[src/rtl/uart_irq_pkg.sv]
package uart_irq_pkg;
  localparam int SRC_COUNT = 5;
  localparam int IER_BITS  = 4;
  localparam int ID_BITS   = 3;
  localparam int SEL_BITS  = $clog2(SRC_COUNT);

  typedef enum logic [SEL_BITS-1:0] {
    SRC_LINE  = 3'd0,
    SRC_TMO   = 3'd1,
    SRC_RXD   = 3'd2,
    SRC_TXE   = 3'd3,
    SRC_MODEM = 3'd4
  } srcIdx_e;

  typedef struct packed {
    logic [SRC_COUNT-1:0] raise;
    logic [SRC_COUNT-1:0] drop;
  } flagStrobe_t;

  function automatic logic [ID_BITS-1:0] codeOf(input logic [SEL_BITS-1:0] idx);
    case (idx)
      SRC_LINE:  codeOf = 3'd3;
      SRC_TMO:   codeOf = 3'd6;
      SRC_RXD:   codeOf = 3'd2;
      SRC_TXE:   codeOf = 3'd1;
      default:   codeOf = 3'd0;
    endcase
  endfunction
endpackage

[src/rtl/uart_irq_flags.sv]
module uart_irq_flags
  import uart_irq_pkg::*;
(
  input  logic                 clk,
  input  logic                 rstN,
  input  flagStrobe_t          stb,
  output logic [SRC_COUNT-1:0] pendFlags
);
  for (genvar i = 0; i < SRC_COUNT; i++) begin : g_flag
    always_ff @(posedge clk) begin
      if (!rstN)              pendFlags[i] <= 1'b0;
      else if (stb.raise[i])  pendFlags[i] <= 1'b1;
      else if (stb.drop[i])   pendFlags[i] <= 1'b0;
    end

    // a raise strobe always leaves the flag pending
    p_set_wins_r9: assert property (@(posedge clk) disable iff (!rstN)
      stb.raise[i] |=> pendFlags[i]);
    // a drop without raise clears the flag, latent or not
    p_drop_clears_r10: assert property (@(posedge clk) disable iff (!rstN)
      (stb.drop[i] && !stb.raise[i]) |=> !pendFlags[i]);
    // flags move only on strobes
    p_hold_r11: assert property (@(posedge clk) disable iff (!rstN)
      (!stb.raise[i] && !stb.drop[i]) |=> $stable(pendFlags[i]));
  end
endmodule

[src/rtl/uart_irq_ctrl.sv]
module uart_irq_ctrl
  import uart_irq_pkg::*;
(
  input  logic                 clk,
  input  logic                 rstN,
  input  logic [SRC_COUNT-1:0] setPulse,
  input  logic [SRC_COUNT-1:0] clrPulse,
  input  logic [IER_BITS-1:0]  irqEnable,
  input  logic                 fifoMode,
  input  logic                 out2Gate,
  input  logic [SRC_COUNT-1:0] pendFlags,
  output flagStrobe_t          stb,
  output logic                 irqOut,
  output logic [7:0]           idByte
);
  logic [SRC_COUNT-1:0] srcMask;
  logic [SRC_COUNT-1:0] liveFlags;
  logic [SEL_BITS-1:0]  winner;
  logic                 anyLive;

  // set wins over clear for the same source
  always_comb begin
    stb.raise = setPulse;
    stb.drop  = clrPulse & ~setPulse;
  end

  // enable register bits onto source positions
  always_comb begin
    srcMask            = '0;
    srcMask[SRC_LINE]  = irqEnable[2];
    srcMask[SRC_TMO]   = irqEnable[0];
    srcMask[SRC_RXD]   = irqEnable[0];
    srcMask[SRC_TXE]   = irqEnable[1];
    srcMask[SRC_MODEM] = irqEnable[3];
  end

  assign liveFlags = pendFlags & srcMask;
  assign anyLive   = |liveFlags;

  // lowest index has the highest priority
  always_comb begin
    winner = SEL_BITS'(SRC_MODEM);
    for (int i = SRC_COUNT - 1; i >= 0; i--) begin
      if (liveFlags[i]) winner = SEL_BITS'(i);
    end
  end

  always_comb begin
    idByte      = '0;
    idByte[7:6] = {2{fifoMode}};
    idByte[3:1] = anyLive ? codeOf(winner) : 3'd0;
    idByte[0]   = ~anyLive;
  end

  assign irqOut = out2Gate & anyLive;

  // no request without the output gate
  p_gate_r7: assert property (@(posedge clk) disable iff (!rstN)
    !out2Gate |-> !irqOut);
  // a request always shows as pending in the byte
  p_pending_bit_r2: assert property (@(posedge clk) disable iff (!rstN)
    irqOut |-> !idByte[0]);
  // mode bits follow the FIFO mode
  p_mode_bits_r2: assert property (@(posedge clk) disable iff (!rstN)
    idByte[7:6] == {2{fifoMode}} && idByte[5:4] == 2'b00);
  // an unmasked line status event always wins
  p_line_first_r3: assert property (@(posedge clk) disable iff (!rstN)
    (pendFlags[SRC_LINE] && irqEnable[2]) |-> idByte[3:1] == 3'd3);
  // idle byte carries code 0
  p_idle_code_r2: assert property (@(posedge clk) disable iff (!rstN)
    idByte[0] |-> idByte[3:1] == 3'd0);
endmodule

[src/rtl/uart_irq_arbiter.sv]
module uart_irq_arbiter
  import uart_irq_pkg::*;
(
  input  logic       clk,
  input  logic       rstN,
  input  logic [4:0] setPulse,
  input  logic [4:0] clrPulse,
  input  logic [3:0] irqEnable,
  input  logic       fifoMode,
  input  logic       out2Gate,
  output logic       irqOut,
  output logic [7:0] idByte
);
  flagStrobe_t          stb;
  logic [SRC_COUNT-1:0] pendFlags;

  uart_irq_ctrl i_ctrl (
    .clk       (clk),
    .rstN      (rstN),
    .setPulse  (setPulse),
    .clrPulse  (clrPulse),
    .irqEnable (irqEnable),
    .fifoMode  (fifoMode),
    .out2Gate  (out2Gate),
    .pendFlags (pendFlags),
    .stb       (stb),
    .irqOut    (irqOut),
    .idByte    (idByte)
  );

  uart_irq_flags i_flags (
    .clk       (clk),
    .rstN      (rstN),
    .stb       (stb),
    .pendFlags (pendFlags)
  );
endmodule

[config.mk]
export PLATFORM = sky130hd
export DESIGN_NAME = uart_irq_arbiter
export DESIGN_NICKNAME = d
export VERILOG_FILES = /design/src/rtl/uart_irq_pkg.sv /design/src/rtl/uart_irq_flags.sv /design/src/rtl/uart_irq_ctrl.sv /design/src/rtl/uart_irq_arbiter.sv
export SDC_FILE = /design/constraint.sdc
export NUM_CORES = 1
export LEC_CHECK = 0
export BUFFER_PORTS_ARGS = -buffer_cell sky130_fd_sc_hd__buf_2
export CAP_MARGIN = 10
export CORE_AREA = 2 2 39 41
export DETAILED_ROUTE_END_ITERATION = 12
export DIE_AREA = 0 0 41 43
export PLACE_DENSITY_LB_ADDON = 0.08
export SETUP_SLACK_MARGIN = 0.05
export SYNTH_ARGS = -nofsm -noshare
export SYNTH_HDL_FRONTEND = slang
export SYNTH_SLANG_ARGS = --single-unit
[constraint.sdc]
create_clock -name clk -period 1.73 [get_ports clk]
set_input_delay 0.0865 -clock clk [delete_from_list [all_inputs] [get_ports clk]]
set_output_delay 0.0865 -clock clk [all_outputs]
set_load 0.005 [all_outputs]
==> results of run 1 <==
==> cells by family (layout without fill, tap and decap cells) <==
logic type      count (synthesis)  count (layout)  share of synthesized area (%)
buf+inv                         5              26                          12.92
other cells                     1               2                          1.434
flops                           5               5                          38.28
simple gates                    9               9                          20.10
compound gates                  9               9                          27.28
==> routing by layer <==
metal / global-route usage (%) / share of wire [%] / up-vias
li1: - / - / 138
met1: 9.325 / 40 / 117
met2: 11.25 / 48 / 15
met3: 3.141 / 11 / 0
met4: 10.00 / 0 / 0
met5: 0 / 0 / -
==> final cells by class <==
class | count | area [µm²]
clock buffer | 4 | 26.28
multi-input combinational | 20 | 131.4
sequential | 5 | 100.1
fill | 166 | 997.2
tap | 16 | 20.02
inverter | 1 | 3.754
timing repair buffer | 21 | 105.1
==> through the flow <==
step           util, %  total power [µW]
5_1_grt          27.94             343.3
6_report         27.94             316.5
2_1_floorplan        -             160.7
3_5_place_dp     26.04             185.6
3_3_place_gp     26.04             184.8
4_1_cts          27.94             326.1
==> worst max-delay path, delay by kind of cell (launching register included) <==
family	cells	cell delay, ns
AO/OA/AOI/OAI	1	0.19
buffers and inverters	1	0.10
AND/OR/NAND/NOR	1	0.18
flip-flops	1	0.32
==> Yosys cell counts (all sizes together) <==
library cell  n
dfxtp         5
nor2b         5
o21a          5
buf           4
and3          2
nand2         2
a22oi         1
a31oi         1
a32o          1
conb          1
inv           1
o21ai         1
==> placed cells by master, fill, tap and decap left out <==
cell type | synthesis | routed
a22oi_1 | 1 | 1
clkbuf_1 | 0 | 1
o21ai_2 | 1 | 1
and3_2 | 1 | 1
inv_1 | 1 | 1
clkbuf_4 | 0 | 3
nand2_1 | 2 | 2
nor2b_1 | 5 | 5
conb_1 | 1 | 2
buf_2 | 0 | 21
a32o_2 | 1 | 1
o21a_1 | 5 | 5
and3_1 | 1 | 1
a31oi_1 | 1 | 1
dfxtp_1 | 5 | 5
==> worst max-delay path by stage <==
stage | end | slack, ns | start | depth (start not counted)
final | idByte[0] | 0.61 | i_flags.pendFlags[3] | 3
after global routing | idByte[0] | 0.49 | i_flags.pendFlags[4] | 3
after CTS | idByte[1] | 0.58 | i_flags.pendFlags[2] | 3
after detailed placement | idByte[1] | 0.85 | i_flags.pendFlags[2] | 3
after global placement | idByte[1] | 0.86 | i_flags.pendFlags[1] | 3
after floorplan | idByte[1] | 0.99 | i_flags.pendFlags[1] | 2
==> power by group through the flow <==
stage	sequential [µW]	clock, µW	combinational [µW]
2_1_floorplan	129	0	31.7
3_3_place_gp	130	0	54.6
3_5_place_dp	131	0	55.1
4_1_cts	129	142	55.5
5_1_grt	129	151	62.6
6_report	128	134	54.4
==> summary.md, run 1 <==
| Metric | Value |
|---|---|
| CP Launch Type | flop |
| Flop pwr share | 40.6% |
| Int Power | 244.3 µW |
| H-tree depth | 1 |
| Psw | 72.17 µW |
| Die Span X | 41 µm |
| Initial DRC Count | 3 |
| Vias in the first global route | 253 |
| Minimum period implied by the final worst setup slack | 1.122 ns |
| Clock transition at the registers of the reported paths | 0.04 ns |
| Number of diodes | 0 |
| Seq/Total Area, Yosys | 38.28% |
| Critical Path AT | 1.04 ns |
| Routed wire length | 609 µm |
| CTS tree | done |
| Pre-antenna DRT Iters | 3 |
| Core Rows | 14 |
| Setup CP Type | reg -> out |
| Finished Layout Cells | 67 |
| Fraction of layout cells with a size suffix above 1 | 52.94% |
| Critical R2R Launch | i_flags.pendFlags[3] |
| R2r setup slk | 1.01 ns |
| Slowest-stage cell, CP | dfxtp_1 |
| Avg Vias per Cell | 4.030 |
| Placed cell area | 360.3 µm² |
| Number of flip-flops in the largest register | 5 |
| DIE HEIGHT | 43 µm |
| Final setup fails | 0 |
| Remaining Overflow, GRT | 0 |
| Initial antenna violation count | 0 |
| Setup TNS | 0 ns |
| Initial Util | 18.90% |
| Synthesized area per cell | 9.017 µm² |
| Final WS setup | 0.6077 ns |
| Crit Reg-Reg Endpoint | i_flags.pendFlags[3] |
| Post-CTS Hold Fix Bufs | 0 |
| Layout area overhead | 47.85% |
| Switching Fraction | 22.80% |
| R2r worst-path depth | 2 |
| Peak supply drop | 0.2825 mV |
| Clock Skew | 0 ns |
| RSZ-0062 raised after global routing | no |
| CTS Root Cell | clkbuf_4 |
| Share of the synthesized area in the top cell type | 38.28% |
| WHS Path Cells | 2 |
| Logic pwr share | 17.2% |
| Postcts setup bufs | 0 |
| Place WS | 0.8470 ns |
| Ys Warns | 0 |
| Max cap viols | 0 |
| Period utilization | 64.87% |
| CP Cell Sequence | a22oi_1, and3_1, buf_2 |
| Pin count of the biggest net entering global routing | 6 |
| Hold slack final | 0.05044 ns |
| First-pass GRT wire length | 952 µm |
| Nets | 70 |
| DP Cell Count | 63 |
| Clock Latency Late Sink | 0.24 ns |
| Pleak | 0.0002059 µW |
| Clk sinks | 5 |
| Reg with most FFs | i_flags.pendFlags |
| Clk buf depth | 2 |
| Vias post-DR | 270 |
| # DRC | 0 |
| Hold path endpoint | i_flags.pendFlags[0] |
| Hold Path Class | in -> reg |
| PortBufs | 21 |
| Total track usage | 8.635% |
| CORE AREA | 1384 µm² |
| Maximum clock frequency | 891.0 MHz |
| Status | completed |
| Post-Layout Inst Area | 386.6 µm² |
| Placer Congestion | 0.6049 |
| Post-CTS Resized | 0 |
| Number of CTS-inserted buffers | 3 |
| Top post-synthesis cells by area | dfxtp_1, o21a_1, nor2b_1, buf_4, a32o_2 |
| Clock share of power | 42.2% |
| CP peak stage delay | 0.32 ns |
| Die area | 1763 µm² |
| Synth unique cells | 13 |
| Crit path required time | 1.64 ns |
| Critical path fanouts, max | 3 |
| Endpoints failing hold | 0 |
| Largest area contributor in the netlist | dfxtp_1 |
| Worst setup EP type | output pin |
| Number of synthesized register bits | 5 |
| Mapped Area | 261.5 µm² |
| Antenna viol nets, final | 0 |
| Mapped Cells | 29 |
| Slew Viols, Final | 0 |
| Avg WL per Cell | 9.090 µm |
| Hold path start | setPulse[0] |
| Regs by FF count | i_flags.pendFlags: 5 flops |
| Power Density | 818.6 nW/µm² |
| Hpwl dp | 497.7 µm |
| I/O pin cnt | 27 |
(Power assumes the default switching activity.)
==> run 2, diff against run 1 <==
clock period = 1 ns   (was 1.73 ns; I/O delays follow)
==> run 2 against run 1 <==
  * The flow now finishes with violations (setup timing)
  * Hold slack worse by 0.037 ns
  * Largest power group unchanged
  * Worst setup slack worse by 0.69 ns
  * Critical path depth stayed put
  * Non-clock buffer count is 1 higher
  * Sequential power is 78% higher
  * Critical endpoint is now idByte[1]
  * Clock skew stayed put
  * Combinational power is 100% higher
  * Die area stayed put
  * Utilization is 3.1 points higher
  * Via count is 3.0% higher
  * Sequential share of layout area is 1.1 points lower
  * Clock-buffer cell count stayed put
==> summary.md, run 2 (synthesized netlist as in run 1, its figures left out) <==
| Metric | Value |
|---|---|
| Status | complete, but fails checks |
| Failing checks | setup timing |
| Routed wire length | 645 µm |
| Hold Path Class | in -> reg |
| Flop pwr share | 40.1% |
| Filler Cells Inserted | 160 |
| Clock transition at the registers of the reported paths | 0.04 ns |
| Hpwl dp | 497.7 µm |
| Hold slack final | 0.01370 ns |
| Clk buf depth | 2 |
| Number of CTS-inserted buffers | 3 |
| Setup CP Type | reg -> out |
| Vias in the first global route | 256 |
| Crit path required time | 0.95 ns |
| Remaining Overflow, GRT | 0 |
| CTS tree | done |
| Die Span X | 41 µm |
| Avg Vias per Cell | 4.088 |
| Int Power | 436.7 µW |
| CP Launch Type | flop |
| Pre-antenna DRT Iters | 3 |
| PortBufs | 21 |
| Multi-input combinational cell area | 150.1 µm² |
| Number of flip-flops in the largest register | 5 |
| DIE HEIGHT | 43 µm |
| Tot Pwr | 569.2 µW |
| Max cap viols | 0 |
| Storage cell area | 106.4 µm² |
| Initial Util | 18.90% |
| Final WS setup | -0.08042 ns |
| Logic pwr share | 19.2% |
| Endpoints failing hold | 0 |
| Place WS | 0.1535 ns |
| Slew Viols, Final | 0 |
| Initial DRC Count | 2 |
| Critical Path AT | 1.03 ns |
| Total track usage | 8.936% |
| Regs by FF count | i_flags.pendFlags: 5 flops |
| Most frequent cells in the layout | buf_2, nor2b_1, o21a_1, dfxtp_2, clkbuf_4 |
| # DRC | 0 |
| Minimum period implied by the final worst setup slack | 1.080 ns |
| Final setup fails | 2 |
| Critical path fanouts, max | 4 |
| Period utilization | 108.0% |
| Antenna viol nets, final | 0 |
| Pleak | 0.0002151 µW |
| CTS Root Cell | clkbuf_4 |
| Switching Fraction | 23.28% |
| Number of diodes | 0 |
| Worst setup EP type | output pin |
| Placer Congestion | 0.6049 |
| Initial antenna violation count | 0 |
| Power Density | 1326 nW/µm² |
| Final core occ | 31.01% |
| Avg WL per Cell | 9.485 µm |
| Clk sinks | 5 |
| Finished Layout Cells | 68 |
| CORE AREA | 1384 µm² |
| Core Rows | 14 |
| Clock share of power | 40.6% |
| Vias post-DR | 278 |
| Commonest non-fill, non-tap cell in the layout | buf_2 |
| Pin count of the biggest net entering global routing | 6 |
| Die area | 1763 µm² |
| DP Cell Count | 63 |
| Clock Latency Late Sink | 0.24 ns |
| H-tree depth | 1 |
| Maximum clock frequency | 925.6 MHz |
| Reg with most FFs | i_flags.pendFlags |
| Fraction of layout cells with a size suffix above 1 | 67.31% |
| Clock Skew | 0 ns |
| Post-CTS Hold Fix Bufs | 0 |
| I/O pin cnt | 27 |
| Psw | 132.5 µW |
| Nets | 71 |
| Peak supply drop | 0.4730 mV |
| RSZ-0062 raised after global routing | yes |
| Layout area overhead | 64.11% |
| First-pass GRT wire length | 986 µm |
run 2: per-layer routing:
layer,vias up,global-route usage [%],part of all wire (%)
li1,139,-,-
met1,124,9.003,35
met2,15,12.19,52
met3,0,3.665,13
met4,0,10.00,0
met5,-,0,0
run 2: worst paths after layout:
check,startpoint,endpoint,slack [ns],depth (start not counted)
max,i_flags.pendFlags[1],idByte[1],-0.08,3
min,setPulse[0],i_flags.pendFlags[0],0.01,2
max reg2reg,i_flags.pendFlags[1],i_flags.pendFlags[1],0.18,3
min reg2reg,i_flags.pendFlags[0],i_flags.pendFlags[0],0.59,2
run 2: what timing repair did:
action / in CTS / in global routing
gates resized for setup: 5 / 6
pin swaps: 2 / 5
setup buffers: 0 / 1
setup endpoints to repair: 5 / 5
run 2: metrics by stage:
stage | cell area, µm² | TNS, ns
CTS | 397.9 | -0.2048
global route | 429.2 | -0.3969
global placement | 360.3 | 0
detailed placement | 360.3 | 0
floorplan | 265.3 | 0
finish | 429.2 | -0.1285
run 2: area by class of cell:
type / instances / area share [%]
Clock buffer: 4 / 6.122
Inverter: 1 / 0.8746
Multi-Input combinational cell: 20 / 34.99
Sequential cell: 5 / 24.78
Tap cell: 16 / 4.665
Timing Repair Buffer: 22 / 28.57
run 2: power groups by stage:
stage	registers (µW)	logic (µW)	clock network (µW)
floorplan	223	54.8	0
finish	228	109	231
global route	230	124	262
detailed placement	226	95.2	0
CTS	225	98.7	246
global placement	225	94.4	0
run 2: worst max-delay path, cell delays in order (launching register included):
cell and delay [ns]:
dfxtp_2 0.35, o21ai_4 0.07, a32o_2 0.25, buf_2 0.12
==> run 3, diff against run 2 <==
PLACE_DENSITY = 0.5   (was default)
PLACE_DENSITY_LB_ADDON = default   (was 0.08)
==> run 3 against run 2 <==
  * The flow still finishes with violations (setup timing)
  * Clock power is essentially flat
  * Clock skew is the same
  * Maximum frequency grew 1.2%
  * Sequential power is essentially flat
  * Worst setup slack gained 0.013 ns
  * Combinational power shrank 8%
  * Largest cell class unchanged
  * Largest power group unchanged
==> summary.md, run 3 (synthesized netlist as in run 1, its figures left out) <==
| Metric | Value |
|---|---|
| Most frequent cells in the layout | buf_2, nor2b_1, o21a_1, dfxtp_2, clkbuf_4 |
| Slew Viols, Final | 0 |
| PortBufs | 21 |
| Critical path fanouts, max | 4 |
| Die area | 1763 µm² |
| Avg Vias per Cell | 3.910 |
| Worst setup EP type | output pin |
| Setup TNS | -0.1284 ns |
| I/O pin cnt | 27 |
| Period utilization | 106.8% |
| Clock Skew | 0 ns |
| Crit path required time | 0.95 ns |
| Initial antenna violation count | 0 |
| Avg WL per Cell | 8.567 µm |
| Number of CTS-inserted buffers | 3 |
| WHS Path Cells | 2 |
| Slowest-stage cell, CP | dfxtp_2 |
| Number of diodes | 0 |
| Post-CTS Hold Fix Bufs | 0 |
| Critical R2R Launch | i_flags.pendFlags[2] |
| Commonest non-fill, non-tap cell in the layout | buf_2 |
| Routed wire length | 574 µm |
| Setup CP Type | reg -> out |
| Placed cell area | 360.3 µm² |
| Clk buf depth | 2 |
| CTS Root Cell | clkbuf_4 |
| # DRC | 0 |
| CTS tree | done |
| Remaining Overflow, GRT | 0 |
| Layout area overhead | 55.98% |
| Pleak | 0.0002090 µW |
| Total track usage | 7.129% |
| CORE AREA | 1384 µm² |
| Antenna viol nets, final | 0 |
| Endpoints failing hold | 0 |
| Nets | 70 |
| Maximum clock frequency | 936.4 MHz |
| RSZ-0062 raised after global routing | yes |
| Fraction of layout cells with a size suffix above 1 | 66.67% |
| Final setup fails | 3 |
| Post-Layout Inst Area | 407.9 µm² |
| H-tree depth | 1 |
| CP Cell Sequence | o21ai_4, a32o_2, buf_2 |
| Power Density | 1365 nW/µm² |
| Hold path start | setPulse[4] |
| Reg with most FFs | i_flags.pendFlags |
| Vias in the first global route | 219 |
| R2r setup slk | 0.29 ns |
| Hold path endpoint | i_flags.pendFlags[4] |
| Vias post-DR | 262 |
| Critical Path AT | 1.02 ns |
| Initial Util | 18.90% |
| R2r worst-path depth | 2 |
| Minimum period implied by the final worst setup slack | 1.068 ns |
| CP peak stage delay | 0.34 ns |
| Hold slack final | 0.01527 ns |
| First-pass GRT wire length | 800 µm |
| Status | complete, but fails checks |
| CP Launch Type | flop |
| Finished Layout Cells | 67 |
| Hold Path Class | in -> reg |
| Final WS setup | -0.06791 ns |
| Failing checks | setup timing |
| Clock Latency Late Sink | 0.24 ns |
| WP buf/inv | 1 |
| Initial DRC Count | 2 |
| Clock transition at the registers of the reported paths | 0.04 ns |
| Die Span X | 41 µm |
| Core Rows | 14 |
| Filler Cells Inserted | 157 |
| Clk sinks | 5 |
| DP Cell Count | 63 |
| Place WS | 0.1561 ns |
| Max cap viols | 0 |
| Crit Reg-Reg Endpoint | i_flags.pendFlags[2] |
| Placer Congestion | 0.6095 |
| Number of flip-flops in the largest register | 5 |
| Postcts setup bufs | 0 |
| CP top delay family | flip-flops |
| Pre-antenna DRT Iters | 2 |
| DIE HEIGHT | 43 µm |
| Regs by FF count | i_flags.pendFlags: 5 flops |
| Pin count of the biggest net entering global routing | 6 |
| Peak supply drop | 0.3212 mV |
[run 3: cell count changes in the layout (fill, tap and decap cells not counted), sizes merged]
cell,delta
buf,-1
[run 3: where the power goes]
part	internal, µW	switching, µW
logic	61.8	38.0
clock network	151	79.1
registers	216	10.9
total	429	128
[run 3: how the worst max path moves through the flow]
stage | from | endpoint | slack (ns) | cells after the start
6_report | i_flags.pendFlags[2] | idByte[1] | -0.07 | 3
5_1_grt | i_flags.pendFlags[2] | idByte[1] | -0.11 | 3
4_1_cts | i_flags.pendFlags[2] | idByte[1] | -0.09 | 3
3_5_place_dp | i_flags.pendFlags[1] | idByte[1] | 0.16 | 3
3_3_place_gp | i_flags.pendFlags[1] | idByte[1] | 0.17 | 3
2_1_floorplan | i_flags.pendFlags[1] | idByte[1] | 0.30 | 2
[run 3: per-layer routing]
layer / vias up / track usage, % / part of all wire (%)
li1: 139 / - / -
met1: 107 / 8.682 / 38
met2: 14 / 8.125 / 44
met3: 2 / 3.141 / 16
met4: 0 / 8.000 / 1.4
met5: - / 0 / 0
[run 3: what timing repair did]
item | in CTS | in global routing
resized for setup | 5 | 3
setup endpoints to repair | 5 | 5
pin swaps | 1 | 1
cloned | 0 | 0
[run 3: stage by stage]
stage | power [µW] | utilization (%)
after floorplan | 278.0 | -
after global placement | 321.3 | 26.04
after detailed placement | 320.7 | 26.04
after CTS | 565.8 | 28.75
after global routing | 597.7 | 29.48
final | 556.8 | 29.48
[run 3: area by class of cell]
cell class / count / area (µm²) / share of cell area [%]
Clock buffer: 4 / 26.28 / 6.442
Timing Repair Buffer: 21 / 105.1 / 25.77
Inverter: 1 / 3.754 / 0.9202
Tap cell: 16 / 20.02 / 4.908
Sequential cell: 5 / 106.4 / 26.07
Multi-Input combinational cell: 20 / 146.4 / 35.89
